## src/rtl/lsa_pkg.sv

```systemverilog
package lsa_pkg;
   localparam logic [2:0] KIND_LW   = 3'd0;
   localparam logic [2:0] KIND_LBU  = 3'd1;
   localparam logic [2:0] KIND_LB   = 3'd2;
   localparam logic [2:0] KIND_SW   = 3'd3;
   localparam logic [2:0] KIND_SB   = 3'd4;
   localparam logic [2:0] KIND_NONE = 3'd7;

   function automatic logic kind_is_word(input logic [2:0] k);
      return (k == KIND_LW) || (k == KIND_SW);
   endfunction

   function automatic logic kind_is_load(input logic [2:0] k);
      return (k == KIND_LW) || (k == KIND_LBU) || (k == KIND_LB);
   endfunction

   function automatic logic kind_is_byte(input logic [2:0] k);
      return (k == KIND_LBU) || (k == KIND_LB) || (k == KIND_SB);
   endfunction
endpackage

```

## src/rtl/lsa_lane_dec.sv

```systemverilog
module lsa_lane_dec
   import lsa_pkg::*;
#(
   parameter int ADDR_W         = 32,
   parameter int BYTES          = 4,
   parameter bit BIG_LANE_ORDER = 1'b0,
   localparam int LANE_W        = $clog2(BYTES)
) (
   input  logic [2:0]        kind,
   input  logic [ADDR_W-1:0] addr,
   output logic [ADDR_W-1:0] word_addr,
   output logic [LANE_W-1:0] lane,
   output logic [BYTES-1:0]  lane_oh,
   output logic              misalign
);
   logic [LANE_W-1:0] offs;

   assign offs      = addr[LANE_W-1:0];
   assign word_addr = {addr[ADDR_W-1:LANE_W], {LANE_W{1'b0}}};
   assign misalign  = kind_is_word(kind) && (offs != '0);

   generate
      if (BIG_LANE_ORDER) begin : g_big
         assign lane = ~offs;
      end else begin : g_little
         assign lane = offs;
      end
   endgenerate

   for (genvar g = 0; g < BYTES; g++) begin : g_oh
      assign lane_oh[g] = (lane == LANE_W'(g));
   end

   always_comb begin

      dec_onehot_chk: assert ($onehot(lane_oh));
   end
endmodule

```

## src/rtl/lsa_store_path.sv

```systemverilog
module lsa_store_path
   import lsa_pkg::*;
#(
   parameter int DATA_W = 32,
   localparam int BYTES = DATA_W / 8
) (
   input  logic [2:0]        kind,
   input  logic [DATA_W-1:0] st_data,
   input  logic [BYTES-1:0]  lane_oh,
   input  logic              misalign,
   output logic [BYTES-1:0]  be,
   output logic [DATA_W-1:0] wdata
);
   always_comb begin
      be    = '0;
      wdata = '0;
      case (kind)
         KIND_SW: begin
            wdata = st_data;
            if (!misalign) be = '1;
         end
         KIND_SB: begin
            wdata = {BYTES{st_data[7:0]}};
            be    = lane_oh;
         end
         default: begin
            be    = '0;
            wdata = '0;
         end
      endcase
   end

   always_comb begin
      if (kind == KIND_SB) begin

         sb_one_lane_chk: assert ($countones(be) == 1);
      end
   end
endmodule

```

## src/rtl/lsa_load_path.sv

```systemverilog
module lsa_load_path
   import lsa_pkg::*;
#(
   parameter int DATA_W  = 32,
   localparam int BYTES  = DATA_W / 8,
   localparam int LANE_W = $clog2(BYTES)
) (
   input  logic [2:0]        kind,
   input  logic [DATA_W-1:0] rdata,
   input  logic [LANE_W-1:0] lane,
   input  logic              misalign,
   output logic [DATA_W-1:0] ld_value
);
   logic [7:0] lanes [BYTES];
   logic [7:0] sel;

   for (genvar g = 0; g < BYTES; g++) begin : g_lane
      assign lanes[g] = rdata[8*g +: 8];
   end

   assign sel = lanes[lane];

   always_comb begin
      case (kind)
         KIND_LW:  ld_value = misalign ? '0 : rdata;
         KIND_LBU: ld_value = {{(DATA_W-8){1'b0}}, sel};
         KIND_LB:  ld_value = {{(DATA_W-8){sel[7]}}, sel};
         default:  ld_value = '0;
      endcase
   end

   always_comb begin
      if (kind == KIND_LBU || kind == KIND_LB) begin

         ld_byte_chk: assert (ld_value[7:0] == 8'(rdata >> {lane, 3'b000}));
      end
   end
endmodule

```

## src/rtl/lsa_unit.sv

```systemverilog
module lsa_unit
   import lsa_pkg::*;
#(
   parameter int ADDR_W         = 32,
   parameter int DATA_W         = 32,
   parameter bit BIG_LANE_ORDER = 1'b0,
   localparam int BYTES         = DATA_W / 8,
   localparam int LANE_W        = $clog2(BYTES)
) (
   input  logic [2:0]        acc_kind,
   input  logic [ADDR_W-1:0] addr,
   input  logic [DATA_W-1:0] st_data,
   input  logic [DATA_W-1:0] mem_rdata,
   output logic [ADDR_W-1:0] mem_addr,
   output logic [BYTES-1:0]  mem_be,
   output logic [DATA_W-1:0] mem_wdata,
   output logic [DATA_W-1:0] ld_value,
   output logic              misalign
);
   generate
      if (DATA_W % 8 != 0 || DATA_W < 16)
         $error("lsa_unit: DATA_W must be a multiple of 8 and at least 16");
      if ((1 << LANE_W) != BYTES)
         $error("lsa_unit: byte count per word must be a power of two");
      if (ADDR_W <= LANE_W)
         $error("lsa_unit: ADDR_W too small for the lane field");
   endgenerate

   logic [LANE_W-1:0] lane;
   logic [BYTES-1:0]  lane_oh;

   lsa_lane_dec #(
      .ADDR_W         (ADDR_W),
      .BYTES          (BYTES),
      .BIG_LANE_ORDER (BIG_LANE_ORDER)
   ) u_dec (
      .kind      (acc_kind),
      .addr      (addr),
      .word_addr (mem_addr),
      .lane      (lane),
      .lane_oh   (lane_oh),
      .misalign  (misalign)
   );

   lsa_store_path #(.DATA_W(DATA_W)) u_st (
      .kind     (acc_kind),
      .st_data  (st_data),
      .lane_oh  (lane_oh),
      .misalign (misalign),
      .be       (mem_be),
      .wdata    (mem_wdata)
   );

   lsa_load_path #(.DATA_W(DATA_W)) u_ld (
      .kind     (acc_kind),
      .rdata    (mem_rdata),
      .lane     (lane),
      .misalign (misalign),
      .ld_value (ld_value)
   );

   always_comb begin

      misalign_no_write_chk: assert (!misalign || mem_be == '0);

      load_no_write_chk: assert (!kind_is_load(acc_kind) || mem_be == '0);

      byte_never_flag_chk: assert (!kind_is_byte(acc_kind) || !misalign);
      if (acc_kind == KIND_SW && !misalign) begin

         sw_full_word_chk: assert (mem_be == '1 && mem_wdata == st_data);
      end
   end
endmodule

```

## config.mk

```make
export PLATFORM = sky130hd
export DESIGN_NAME = lsa_unit
export DESIGN_NICKNAME = d
export VERILOG_FILES = /design/src/rtl/lsa_pkg.sv /design/src/rtl/lsa_lane_dec.sv /design/src/rtl/lsa_store_path.sv /design/src/rtl/lsa_load_path.sv /design/src/rtl/lsa_unit.sv
export SDC_FILE = /design/constraint.sdc
export NUM_CORES = 1
export LEC_CHECK = 0
export ABC_AREA = 0
export CORE_AREA = 2 2 77 79
export DETAILED_ROUTE_END_ITERATION = 10
export DIE_AREA = 0 0 79 81
export PLACE_DENSITY = 0.84
export SLEW_MARGIN = 30
export SYNTH_ARGS = -nofsm -noshare
export SYNTH_HDL_FRONTEND = slang
export SYNTH_SLANG_ARGS = --single-unit
export TNS_END_PERCENT = 30
```

## constraint.sdc

```tcl
create_clock -name vclk -period 3
set_input_delay 0.75 -clock vclk [all_inputs]
set_output_delay 0.75 -clock vclk [all_outputs]
set_load 0.1 [all_outputs]
```

# ---- Yosys cells after proc, flatten, opt, wreduce, memory -nomap -nowiden
# Index checks and enable logic that the tools add are counted.
dict set report totals {
  ff_bits 0
  latch_bits 0
  mem_bits_rw 0
  mem_bits_ro 0
  out_inout_bits 101
  n_memories 0
}
dict set report op_classes {
  n_addsub 0
  n_mul 0
  div_mod_pow 0
  n_lt_le_gt_ge 1
  n_eq_ne 7
  shifts 0
  n_mux 8
  n_bitwise 1
  reduce_logical 5
}
# op n
set op_table {}
lappend op_table {{$pmux W32 S3} 1}
lappend op_table {{$pmux W32 S2} 1}
lappend op_table {{$mux W32} 1}
lappend op_table {{$bmux W8 S2} 1}
lappend op_table {{$mux W8} 2}
lappend op_table {{$pmux W4 S2} 1}
lappend op_table {{$eq A3 B2 Y1 const B} 2}
lappend op_table {{$eq A2 B2 Y1 const B} 2}
lappend op_table {{$mux W4} 1}
lappend op_table {{$eq A3 B1 Y1 const B} 1}
lappend op_table {{$eq A3 B3 Y1 const B} 1}
lappend op_table {{$ge A3 B3 Y1 const B} 1}
lappend op_table {{$logic_not A3 Y1} 1}
lappend op_table {{$not A2 Y3} 1}
lappend op_table {{$eq A2 B1 Y1 const B} 1}
lappend op_table {{$logic_not A2 Y1} 1}
lappend op_table {{$reduce_bool A2 Y1} 1}
lappend op_table {{$logic_and A1 B1 Y1} 1}
lappend op_table {{$logic_or A1 B1 Y1} 1}

# ---- Longest topological paths before layout
dict set report logic_depth {
  depth_word 5
  depth_mapped 5
  ltp_nobuf 3
}

# ---- Modules after synthesis
# Synthesis repeated with hierarchy kept, for this count alone.
dict set report hier_totals {
  cells_unflattened 140
  area_unflattened_um2 1323.8
}
# mod instances cells_each area_per_inst_um2 seq_area_each_um2
set by_module_without_submodules {}
lappend by_module_without_submodules {lsa_load_path 1 53 590.6 0.0}
lappend by_module_without_submodules {lsa_store_path 1 46 424.2 0.0}
lappend by_module_without_submodules {lsa_lane_dec 1 41 309.0 0.0}

# ---- Worst setup path after synthesis
# No wires, ideal clock.
dict set report synth_timing {
  kind {input-to-output}
  start {input port acc_kind[0]}
  end {output port mem_be[0]}
  t_arrival_ps 3435
  required_time_ps 2250
  path_slack_ps -1185
  stages 3
  cell_sequence {nor3b_2 > nor2_1 > nor3_1}
}
dict set report synth_via {
  elab_chain_len 5
}
# item line
set synth_rtl {}
lappend synth_rtl {{start, declared} lsa_unit.sv:10} ;# input logic [2:0] acc_kind,
lappend synth_rtl {{$eq A3 B2 Y1 or $logic_not A3 Y1 (tied branches)} {lsa_pkg.sv:10, lsa_store_path.sv:17}}
lappend synth_rtl {{$logic_or A1 B1 Y1} lsa_pkg.sv:10} ;# return (k == KIND_LW) || (k == KIND_SW);
lappend synth_rtl {{$logic_and A1 B1 Y1} lsa_lane_dec.sv:20} ;# assign misalign = kind_is_word(kind) && (offs != '0);
lappend synth_rtl {{$mux W4} lsa_store_path.sv:20} ;# if (!misalign) be = '1;
lappend synth_rtl {{$pmux W4 S2 (*)} lsa_store_path.sv:17} ;# case (kind)
lappend synth_rtl {{end, declared} lsa_unit.sv:15} ;# output logic [BYTES-1:0] mem_be,
# Mark *: on every way between the ends. The rest lies on a longest branch, timed or not.

# ---- Worst setup path in the final report
dict set report layout_timing {
  start {input port addr[0]}
  end {output port ld_value[17]}
}
dict set report layout_via {
  elab_chain_len 5
}
# item line
set layout_rtl {}
lappend layout_rtl {{start, declared} lsa_unit.sv:11} ;# input logic [ADDR_W-1:0] addr,
lappend layout_rtl {{$not A2 Y3 (implied by the code)} lsa_load_path.sv:21} ;# assign sel = lanes[lane];
lappend layout_rtl {{$bmux W8 S2} lsa_load_path.sv:21}
lappend layout_rtl {{$mux W8 (implied by the code) (2 in a row)} lsa_load_path.sv:21}
lappend layout_rtl {{$pmux W32 S3 (*)} lsa_load_path.sv:24} ;# case (kind)
lappend layout_rtl {{end, declared} lsa_unit.sv:17} ;# output logic [DATA_W-1:0] ld_value,
# Mark *: on every way between the ends. The rest lies on a longest branch, timed or not. The select of a mux whose other input is x is not followed.

==> impl_metrics.csv <==
group,metric,value,unit
outcome,status,"finished, final reports clean",
timing,report.final.slew_viol_count,0,
synth,syn_area,0.00113,mm^2
power_and_ir_drop,internal_power,0.000320,W
global_routing,grt_pass1_wl,10100,um
timing,fmax,335,MHz
floorplan,die_w,79,um
power_and_ir_drop,p_sw_frac,0.599,
worst_setup_path,critPathLaunchType,"primary input",
floorplan,start_util,0.199,
layout,final_util,0.589,
layout,seq_area,0,um^2
power_and_ir_drop,peakVddDrop,0.132,mV
global_routing,grt_antenna_before_repair,0,
synth,yosysTopAreaCellShare,0.302,
timing,setup_viol,0,
layout,final_common_cell,"buf_12",
floorplan,std_cell_rows,28,
worst_setup_path,crit_path_end_kind,"output pin",
layout,syn_to_final_growth,196,%
power_and_ir_drop,power_frac_comb,1.000,
layout,seq_cells,0,
floorplan,core,0.00568,mm^2
floorplan,die_h,81,um
worst_setup_path,crit_required,2.25,ns
timing,hold_violations,0,
placement,portBuffers,138,
power_and_ir_drop,leakage,1.54,nW
worst_hold_path,worstHoldPathType,"primary input to output pin",
layout,layout-drive-gt1-share,0.479,
global_routing,grtUsageTotal,0.201,
floorplan,die_area,0.00640,mm^2
worst_hold_path,hold_end,"mem_addr[20]",
job,cap_violations,0,
layout,nNetsFinal,364,
synth,syn_avg_cell_area,7.75,um^2
routing,drt-pass1-iter-count,4,
routing,routed_via_density,5.01,
power_and_ir_drop,power_density,239,mW/mm^2
placement,place_area,0.00316,mm^2
power_and_ir_drop,p_seq_frac,0,
power_and_ir_drop,power.total,0.000799,W
global_routing,overflow,0,
timing,rsz0062_at_grt,"yes",
synth,synth_top_area_cell,"a22o_1",
synth,synth_cell_types,22,
timing,period_share,0.996,
layout,clock_buffers,0,
routing,wl,6830,um
routing,vias,1692,
placement,place_hpwl,5030,um
synth,ys_warn_count,0,
worst_hold_path,hold_depth,0,
routing,routedWlPerCell,20.2,um
worst_setup_path,cp.arrival,2.24,ns
synth,ys_seq_area_frac,0,
layout,layout_common_cells,"72 x buf_12, 60 x clkdlybuf4s50_1, 36 x a22o_1",
power_and_ir_drop,pwr-share-clk,0,
global_routing,grt_pass1_vias,1816,
worst_hold_path,holdCritStartpoint,"addr[20]",
worst_setup_path,cp_max_fo,6,
routing,detail-route-antenna-nets,0,
synth,ys_top_cells_by_area,"a22o_1 30%, buf_4 21%, a21o_1 16%, mux2_2 7.0%, nor2b_1 5.5%",
worst_setup_path,crit_type,"primary input to output pin",
routing,drc,0,
routing,first_iter_violations,47,
layout,fillers,449,
timing,finalWorstPathRequiredPeriod,2.99,ns
layout,fin_area,0.00334,mm^2
floorplan,io_pins,200,
synth,postSynthCellCount,146,
power_and_ir_drop,p_switching,0.000479,W
global_routing,grt_max_degree,28,
layout,antenna_cells,0,
placement,place.gp.congestion,0.726,
[how the worst max path moves through the flow]
stage	start	end	slack, ns	cells past startpoint
final	addr[0]	ld_value[17]	0.01	8
after global routing	addr[0]	ld_value[20]	-0.03	8
after CTS	addr[0]	ld_value[20]	0.002	8
after detailed placement	addr[1]	ld_value[2]	-0.47	6
after global placement	addr[1]	ld_value[3]	-0.35	6
after floorplan	acc_kind[0]	mem_wdata[0]	-0.50	3
[worst max-delay path: stages]
cell	delay, ns
buf_4	0.13
buf_6	0.12
or3_4	0.34
nor3_4	0.16
buf_6	0.14
bufbuf_16	0.25
a21o_1	0.15
buf_12	0.18
[cell usage after synthesis, drive strengths merged]
library cell and instances:
a21o 24, a21oi 1, a22o 39, and3b 1
and4bb 1, buf 39, clkbuf 7, conb 1
mux2 7, mux2i 2, mux4 1, nand2 2
nand3 1, nor2 4, nor2b 10, nor3 3
nor3b 1, or3 1, xor2 1
[through the flow]
| step | setup TNS (ns) | setup slack [ns] | cells | hold slack (ns) |
|---|---|---|---|---|
| 2_1_floorplan | -6.58 | -0.501 | 147 | 1.61 |
| 3_3_place_gp | -14.50 | -0.348 | 329 | 1.50 |
| 3_5_place_dp | -16.94 | -0.469 | 329 | 1.50 |
| 4_1_cts | 0 | 0.00171 | 337 | 1.50 |
| 5_1_grt | -0.120 | -0.0276 | 338 | 1.50 |
| 6_report | 0 | 0.0117 | 338 | 1.50 |
[power groups by stage]
stage | Sequential, W | Combinational, W | Clock (W)
finish | 0 | 0.000799 | 0
global route | 0 | 0.000822 | 0
global placement | 0 | 0.000770 | 0
floorplan | 0 | 0.000622 | 0
detailed placement | 0 | 0.000777 | 0
CTS | 0 | 0.000794 | 0
[what timing repair did]
action | CTS | global route
hold buffers | 0 | 0
setup endpoints to repair | 68 | 25
pin swaps | 11 | 4
setup buffers | 5 | 1
cloned | 3 | 1
resized for setup | 36 | 8
[cells by family after synthesis]
group,after synthesis,share of synthesized area
AO/OA/AOI/OAI,64,0.466
AND/OR/NAND/NOR,24,0.133
buffers and inverters,46,0.283
XOR/XNOR,1,0.00774
multiplexers,10,0.107
other,1,0.00332
[metal layers]
layer  vias to the layer above  wire (um)  global-route usage
li1                        752          -                   -
met1                       783       2350               0.212
met2                       129       3580               0.383
met3                        28        657              0.0556
met4                         0        246              0.0672
met5                         -          0                   0
[area by class of cell]
cell class                      count  area (um^2)  share of cell area
Timing Repair Buffer              162         2330               0.698
Tap cell                           75         93.8              0.0281
Multi-Input combinational cell    101          917               0.274
No activity file was read; power rests on OpenSTA's default activity.
